===== src/rtl/tri_add_pkg.sv =====
package tri_add_pkg;

  typedef enum logic [1:0] {
    MODE_PLAIN     = 2'b00,
    MODE_RSH       = 2'b01,
    MODE_LSH       = 2'b10,
    MODE_PLAIN_ALT = 2'b11
  } sum_mode_e;

  typedef enum logic [1:0] {
    HALF_FULL     = 2'b00,
    HALF_LO       = 2'b01,
    HALF_HI       = 2'b10,
    HALF_FULL_ALT = 2'b11
  } half_sel_e;

  typedef struct packed {
    logic zero;
    logic sign;
    logic carry;
    logic ovf;
  } flags_t;

endpackage


===== src/rtl/tri_add_opsel.sv =====
module tri_add_opsel
  import tri_add_pkg::*;
#(
  parameter int DATA_W  = 32,
  parameter int IMM_W   = 20,
  parameter bit HAS_IMM = 1'b0
) (
  input  logic [DATA_W-1:0] val_i,
  input  logic [1:0]        half_i,
  input  logic              neg_i,
  input  logic              imm_sel_i,
  input  logic [IMM_W-1:0]  imm_i,
  output logic [DATA_W-1:0] op_o
);
  localparam int HALF_W = DATA_W / 2;

  logic [DATA_W-1:0] reg_sel;
  logic [DATA_W-1:0] src_sel;

  always_comb begin
    unique case (half_sel_e'(half_i))
      HALF_LO: reg_sel = {{(DATA_W-HALF_W){1'b0}}, val_i[HALF_W-1:0]};
      HALF_HI: reg_sel = {{(DATA_W-HALF_W){1'b0}}, val_i[DATA_W-1:HALF_W]};
      default: reg_sel = val_i;
    endcase
  end

  generate
    if (HAS_IMM) begin : g_imm
      logic [DATA_W-1:0] imm_ext;
      assign imm_ext = {{(DATA_W-IMM_W){imm_i[IMM_W-1]}}, imm_i};
      assign src_sel = imm_sel_i ? imm_ext : reg_sel;
    end else begin : g_no_imm
      logic unused_imm;
      assign unused_imm = ^{imm_sel_i, imm_i};
      assign src_sel    = reg_sel;
    end
  endgenerate

  // two's complement: invert then add the negate bit
  assign op_o = (src_sel ^ {DATA_W{neg_i}}) + DATA_W'(neg_i);

endmodule


===== src/rtl/tri_add_pair.sv =====
module tri_add_pair
  import tri_add_pkg::*;
#(
  parameter int DATA_W = 32
) (
  input  logic [DATA_W-1:0] a_i,
  input  logic [DATA_W-1:0] b_i,
  input  logic [1:0]        mode_i,
  output logic [DATA_W-1:0] mid_o
);
  localparam int SHIFT = DATA_W / 2;

  logic [DATA_W:0] pair_sum;

  // keep the pair carry for the right-shift mode
  assign pair_sum = {1'b0, a_i} + {1'b0, b_i};

  always_comb begin
    unique case (sum_mode_e'(mode_i))
      MODE_RSH: mid_o = DATA_W'(pair_sum >> SHIFT);
      MODE_LSH: mid_o = pair_sum[DATA_W-1:0] << SHIFT;
      default:  mid_o = pair_sum[DATA_W-1:0];
    endcase
  end

endmodule


===== src/rtl/tri_add_final.sv =====
module tri_add_final
  import tri_add_pkg::*;
#(
  parameter int DATA_W = 32
) (
  input  logic [DATA_W-1:0] mid_i,
  input  logic [DATA_W-1:0] c_i,
  input  logic              cin_i,
  output logic [DATA_W-1:0] res_o,
  output flags_t            flags_o
);
  logic [DATA_W:0] wide_sum;

  assign wide_sum = {1'b0, mid_i} + {1'b0, c_i} + {{DATA_W{1'b0}}, cin_i};
  assign res_o    = wide_sum[DATA_W-1:0];

  always_comb begin
    flags_o.zero  = (wide_sum[DATA_W-1:0] == '0);
    flags_o.sign  = wide_sum[DATA_W-1];
    flags_o.carry = wide_sum[DATA_W];
    flags_o.ovf   = (mid_i[DATA_W-1] == c_i[DATA_W-1]) &&
                    (wide_sum[DATA_W-1] != mid_i[DATA_W-1]);
  end

endmodule


===== src/rtl/tri_add_unit.sv =====
module tri_add_unit
  import tri_add_pkg::*;
#(
  parameter int DATA_W = 32,
  parameter int IMM_W  = 20
) (
  input  logic              clk_i,
  input  logic              rst_ni,
  input  logic              valid_i,
  input  logic [1:0]        mode_i,
  input  logic [DATA_W-1:0] a_i,
  input  logic [1:0]        a_half_i,
  input  logic              a_neg_i,
  input  logic [DATA_W-1:0] b_i,
  input  logic [1:0]        b_half_i,
  input  logic              b_neg_i,
  input  logic              b_imm_sel_i,
  input  logic [IMM_W-1:0]  b_imm_i,
  input  logic [DATA_W-1:0] c_i,
  input  logic [1:0]        c_half_i,
  input  logic              c_neg_i,
  input  logic              ext_i,
  input  logic              cc_i,
  output logic [DATA_W-1:0] res_o,
  output logic              valid_o,
  output logic              zero_o,
  output logic              sign_o,
  output logic              carry_o,
  output logic              ovf_o
);
  logic [DATA_W-1:0] op_a, op_b, op_c, mid, res_d;
  logic [DATA_W-1:0] res_q;
  flags_t            flags_d, flags_q;
  logic              valid_q;
  logic              cin;

  tri_add_opsel #(.DATA_W(DATA_W), .IMM_W(IMM_W), .HAS_IMM(1'b0)) opsel_a_i (
    .val_i(a_i), .half_i(a_half_i), .neg_i(a_neg_i),
    .imm_sel_i(1'b0), .imm_i('0), .op_o(op_a)
  );

  tri_add_opsel #(.DATA_W(DATA_W), .IMM_W(IMM_W), .HAS_IMM(1'b1)) opsel_b_i (
    .val_i(b_i), .half_i(b_half_i), .neg_i(b_neg_i),
    .imm_sel_i(b_imm_sel_i), .imm_i(b_imm_i), .op_o(op_b)
  );

  tri_add_opsel #(.DATA_W(DATA_W), .IMM_W(IMM_W), .HAS_IMM(1'b0)) opsel_c_i (
    .val_i(c_i), .half_i(c_half_i), .neg_i(c_neg_i),
    .imm_sel_i(1'b0), .imm_i('0), .op_o(op_c)
  );

  tri_add_pair #(.DATA_W(DATA_W)) pair_i (
    .a_i(op_a), .b_i(op_b), .mode_i(mode_i), .mid_o(mid)
  );

  assign cin = ext_i & flags_q.carry;

  tri_add_final #(.DATA_W(DATA_W)) final_i (
    .mid_i(mid), .c_i(op_c), .cin_i(cin), .res_o(res_d), .flags_o(flags_d)
  );

  always_ff @(posedge clk_i or negedge rst_ni) begin
    if (!rst_ni) begin
      res_q   <= '0;
      valid_q <= 1'b0;
      flags_q <= '0;
    end else begin
      valid_q <= valid_i;
      if (valid_i) res_q <= res_d;
      if (valid_i && cc_i) flags_q <= flags_d;
    end
  end

  assign res_o   = res_q;
  assign valid_o = valid_q;
  assign zero_o  = flags_q.zero;
  assign sign_o  = flags_q.sign;
  assign carry_o = flags_q.carry;
  assign ovf_o   = flags_q.ovf;

endmodule


===== config.mk =====
export PLATFORM = sky130hd
export DESIGN_NAME = tri_add_unit
export DESIGN_NICKNAME = d
export VERILOG_FILES = /design/src/rtl/tri_add_pkg.sv /design/src/rtl/tri_add_opsel.sv /design/src/rtl/tri_add_pair.sv /design/src/rtl/tri_add_final.sv /design/src/rtl/tri_add_unit.sv
export SDC_FILE = /design/constraint.sdc
export NUM_CORES = 1
export LEC_CHECK = 0
export CORE_MARGIN = 3
export CORE_UTILIZATION = 60
export DETAILED_ROUTE_END_ITERATION = 10
export PLACE_DENSITY = 0.89
export SETUP_SLACK_MARGIN = 0.02
export SLEW_MARGIN = 20
export SYNTH_ARGS = -nofsm -noshare
export SYNTH_HDL_FRONTEND = slang
export SYNTH_SLANG_ARGS = --single-unit

===== constraint.sdc =====
create_clock -name clk_i -period 5 [get_ports clk_i]
set_input_delay 0.75 -clock clk_i [delete_from_list [all_inputs] [get_ports clk_i]]
set_output_delay 0.75 -clock clk_i [all_outputs]
set_load 0.02 [all_outputs]

==> results of run 1 <==
[Yosys cell counts (9+ instances only)]
cell	count	area share, %
a21o_1	37	2.9
a22o_1	26	2.4
buf_2	16	0.83
nor2_1	66	2.6
nand2b_1	11	0.71
nand4_1	18	1.2
and3_1	20	1.3
a211oi_1	13	1.0
dfrtp_1	37	9.6
o211ai_1	11	0.86
a31oi_1	13	0.84
mux2_2	15	1.8
o21bai_1	10	0.78
and2_1	10	0.65
nor3_1	21	1.1
nor2b_1	17	1.1
clkbuf_1	43	1.7
o21a_1	19	1.5
o21ai_0	83	4.3
xnor2_1	154	14
nand3_1	36	1.9
a22oi_1	40	3.1
xor2_1	49	4.4
o31ai_1	9	0.70
ha_1	77	10
a21oi_1	91	4.7
inv_1	43	1.7
nand2_1	131	5.1
[metrics by stage]
stage                     std cells  TNS [ns]  hold WS (ns)
after global placement         2059    -74.38         0.465
after floorplan                1298    -45.19         0.454
after detailed placement       2059   -101.12         0.476
[logic make-up after synthesis]
group | after synthesis | synth area share, %
compound gates | 445 | 31.7
simple gates | 390 | 21.7
xor+xnor | 203 | 18.4
buf+inv | 121 | 5.49
fa+ha+maj | 80 | 10.6
flops | 37 | 9.60
mux | 22 | 2.48
==> impl_summary.txt, run 1 <==
----------------------------------------------------
[Floorplanning]
  Number of ports placed on the die boundary ... 170
  Die width ... 133 um
  Height of the chip ... 133 um
  Initial core utilization ... 62.3%
  Row Count ... 45

[Place]
  Placement Cell Area ... 15,100 um^2
  Count of buffers from port buffering ... 169
  Detailed placer's ending HPWL ... 43.0 mm
  Final Wtd Congestion ... 1.06
  Placement-stage worst setup slack ... -3.82 ns

[Synth]
  Synthesis Warnings ... 0
  Count of flip-flops with a built-in enable after synthesis ... 0
  Syn Inst Count ... 1,298
  Asr flop ratio synth ... 100%
  Synthesized area per cell ... 7.43 um^2
  Library cells used by synthesis ... 94
  Nets in the synthesized netlist ... 1,511
  Sequential-to-total area share from yosys stat ... 9.60%
  Post-Syn Area ... 9650 um^2
  Prevailing post-synth register cell ... dfrtp_1
  Number of synthesized register bits ... 37

[Clock network]
  Clock root buffer ... clkbuf_16
  Hold buffer count at cts ... 0
  Clock tree buffer depth ... 2
  Clock buffers created by TritonCTS ... 5
  Number of H-tree branching levels ... 2
  Total setup buffers inserted after CTS ... 87
  # resized after CTS ... 295
  Number of clock sinks seen by CTS ... 37

[Status]
  Stage at which the run stopped ... clock tree synthesis (4_1_cts)
  Status ... aborted with a tool error
  Error Message ... [ERROR DPL-0038] Utilization greater than 100%, impossible to legalize

----------------------------------------------------
==> run 2: changes to the inputs <==
Settings changed: CORE_UTILIZATION 60 to 40, PLACE_DENSITY 0.89 to default, PLACE_DENSITY_LB_ADDON from default to 0.15, SETUP_SLACK_MARGIN 0.02 to default.
==> run 2 against run 1 <==
Compared with the run above: the flow now finishes, with violations (setup timing); synthesized area stayed put; synthesized cell count stayed put.
==> impl_summary.txt, run 2 <==
----------------------------------------------------
[Setup path]
  Data required time at the worst endpoint ... 5.19 ns
  Crit Path Category ... in -> reg
  Register-to-register path setup slack ... 1.50 ns
  Critical path arrival ... 7.52 ns
  End of the worst register-to-register path ... zero_o
  Nature of the critical path endpoint ... flop
  Number of cells on the critical path ... 36
  Launch instance of the worst register-to-register path ... carry_o
  Largest fanout on the critical path ... 10
  Startpoint type of the worst setup path ... primary input
  Number of cells traversed by the worst register-to-register path ... 16
  Maximum cell stage delay along the critical path ... 0.39 ns
  Family of cells with the greatest summed delay on the critical path ... compound AO/OA/AOI/OAI gates
  Most frequent cell on the critical path ... a21oi_2
  Buf/Inv on CP ... 5
  CP max stage cell ... o31ai_4

[Place]
  Placement Cell Area ... 15,300 um^2 (was 15,100 um^2)
  Count of buffers from port buffering ... 169 (unchanged)
  Detailed placer's ending HPWL ... 30.5 mm (was 43.0 mm)
  Final Wtd Congestion ... 0.935 (was 1.06)
  Placed Instances ... 2,172 (was 2,059)

[Timing]
  Worst setup margin ... -2.32 ns
  Count of endpoints failing hold in the final timing report ... 0
  Hold Worst Slack ... 0.478 ns
  Setup tns final ... -57.14 ns
  Final worst clock skew ... 0.00374 ns
  Total setup violations reported at the end of the flow ... 36
  Unrepaired setup endpoints after global routing ... yes
  Final period demand of the worst path ... 7.32 ns
  Transition at the pin with the smallest max-transition slack ... 0.828 ns
  Final count of pins violating max slew ... 0
  Normalized max-slew margin ... 44.8%
  Final period utilization ... 146%
  Maximum clock frequency ... 0.137 GHz

[Flow run]
  Max-cap viol count ... 0

[Synth]
  Synth top area cells ... xnor2_1, ha_1, dfrtp_1 (unchanged)
  Share of the synthesized area in the top cell type ... 14.0% (unchanged)
  Number of synthesized register bits ... 37 (unchanged)
  Sequential-to-total area share from yosys stat ... 9.60% (unchanged)
  Synthesis Warnings ... 0 (unchanged)
  Library cells used by synthesis ... 94 (unchanged)
  Most numerous cell in the Yosys netlist ... xnor2_1 (unchanged)
  Synthesized area per cell ... 7.43 um^2 (unchanged)
  Library cell with the largest summed area after synthesis ... xnor2_1 (unchanged)
  Post-Syn Area ... 9650 um^2 (unchanged)
  Prevailing post-synth register cell ... dfrtp_1 (unchanged)
  Nets in the synthesized netlist ... 1,511 (unchanged)
  Asr flop ratio synth ... 100% (unchanged)
  Syn Inst Count ... 1,298 (unchanged)
  Most frequent cells after synthesis ... xnor2_1, nand2_1, a21oi_1 (unchanged)
  Count of flip-flops with a built-in enable after synthesis ... 0 (unchanged)

[Clock network]
  TritonCTS clock tree ... yes
  Clock tree buffer depth ... 2 (unchanged)
  Clock-pin slew reported for the worst setup and hold paths after clock tree synthesis ... 0.06 ns
  Number of H-tree branching levels ... 2 (unchanged)
  Number of clock sinks seen by CTS ... 37 (unchanged)
  Hold buffer count at cts ... 0 (unchanged)
  Clk_lat worst skew ... 0.28 ns
  Clock buffers created by TritonCTS ... 5 (unchanged)
  Clock root buffer ... clkbuf_16 (unchanged)

[Pwr]
  Share of total power in combinational logic ... 88.1%
  Internal Dissipation ... 4.17 mW
  PnR Total Power ... 7.49 mW
  Power per cell area ... 434 nW/um^2
  Switching share of power ... 44.3%
  Max IR drop VDD ... 0.000249 V
  Leakage power ... 7.63 nW
  Part of the power in the clock network ... 4.8%
  Net switching power of the design ... 3.32 mW
  Register share of total power ... 7.1%

[Floorplanning]
  Area of the placeable core ... 23,600 um^2
  Height of the chip ... 161 um (was 133 um)
  Die width ... 161 um (was 133 um)
  Row Count ... 56 (was 45)
  Die area ... 26,000 um^2
  Initial core utilization ... 40.8% (was 62.3%)
  Number of ports placed on the die boundary ... 170 (unchanged)

[Finish]
  # nets final ... 2,138
  Relative area change from synthesis to final layout ... 79.1%
  Top library cells by usage in the layout, fill and taps aside ... buf_4, clkdlybuf4s50_1, xnor2_1, nand2_1, a21oi_1
  Non-filler cells, final ... 2,245
  Non-Filler Cell Area, Final ... 17,300 um^2
  Most common cell after layout, fill and taps aside ... buf_4
  Fraction of layout cells with a size suffix above 1 ... 42.4%
  Max FFs per register ... 32
  Antenna cells ... 0

[Hold path]
  Min-Delay Path Class ... reg -> reg
  Hold EP ... res_o[12]
  Beginning of the worst hold path ... res_o[12]
  Count of cells along the worst hold path ... 1

[Global routing]
  Total routing resource utilization after global routing ... 27.7%
  Wire length of the first global-routing pass ... 60.1 mm
  Residual overflow from global routing ... 0
  Number of antenna violations at the first check in global routing ... 0
  Maximum number of pins on one net before global-route repair ... 38
  Via count of the first global-routing pass ... 12,100

[Drt]
  Total routed wirelength ... 39.6 mm
  Average wire per standard cell ... 17.6 um
  Antenna Nets Post-Route ... 0
  DR vias ... 12,500
  Detailed Routing Iterations Pass 1 ... 6
  Iteration-0 DRC count of the detailed router ... 962
  DR DRC count ... 0
  Mean number of vias per cell ... 5.57

[Status]
  Status ... finished, violations left (was aborted with a tool error)
  Failing checks ... setup timing

----------------------------------------------------
## run 2: timing repair
action                     CTS  global route
gates cloned                 0             1
buffers inserted            37            35
setup endpoints to repair   36            36
pin swaps                   81            97
resized for setup          142           147
## run 2: stage by stage
step	utilization (%)	worst slack, ns
after CTS	69.0	-2.09
final	73.1	-2.32
after global placement	64.9	-3.09
after detailed placement	64.9	-3.12
after global routing	73.1	-2.53
after floorplan	-	-2.02
## run 2: worst max path at each step
| stage | from | endpoint | slack (ns) |
|---|---|---|---|
| floorplan | b_half_i[1] | zero_o | -2.02 |
| global placement | b_half_i[1] | zero_o | -3.09 |
| detailed placement | b_half_i[0] | zero_o | -3.12 |
| CTS | a_half_i[1] | zero_o | -2.09 |
| global route | b_half_i[0] | zero_o | -2.53 |
| finish | b_half_i[0] | zero_o | -2.32 |
## run 2: cell type report
cell class / instances / area (um^2)
tap: 319 / 399
clock inverter: 3 / 46.3
sequential: 37 / 926
multi-input combinational: 1141 / 9810
timing repair buffer: 694 / 5780
clock buffer: 5 / 125
fill: 1736 / 6340
inverter: 46 / 180
## run 2: per-layer routing
layer | global-route usage, % | wire (um) | vias up
met2 | 51.4 | 20000 | 434
met1 | 33.9 | 15900 | 5925
li1 | - | - | 6036
met4 | 7.16 | 1760 | 0
met5 | 0 | 0 | -
met3 | 3.18 | 1950 | 115
## run 2: power by group through the flow
stage / Sequential (mW) / Combinational (mW) / Clock, mW
after floorplan: 0.701 / 2.58 / 0
after global placement: 0.526 / 5.18 / 0
after detailed placement: 0.531 / 5.26 / 0
after CTS: 0.528 / 5.78 / 0.366
after global routing: 0.547 / 7.01 / 0.378
final: 0.528 / 6.60 / 0.362
## run 2: logic make-up after synthesis
| family | count (synthesis) | share of synthesized area (%) |
|---|---|---|
| muxes | 22 | 2.48 |
| and+or+nand+nor | 390 | 21.7 |
| xor gates and xnor gates | 203 | 18.4 |
| buffers and inverters | 121 | 5.49 |
| AOI/OAI and AO/OA | 445 | 31.7 |
| adders and majority gates | 80 | 10.6 |
| DFF | 37 | 9.60 |
(Power assumes the default switching activity.)
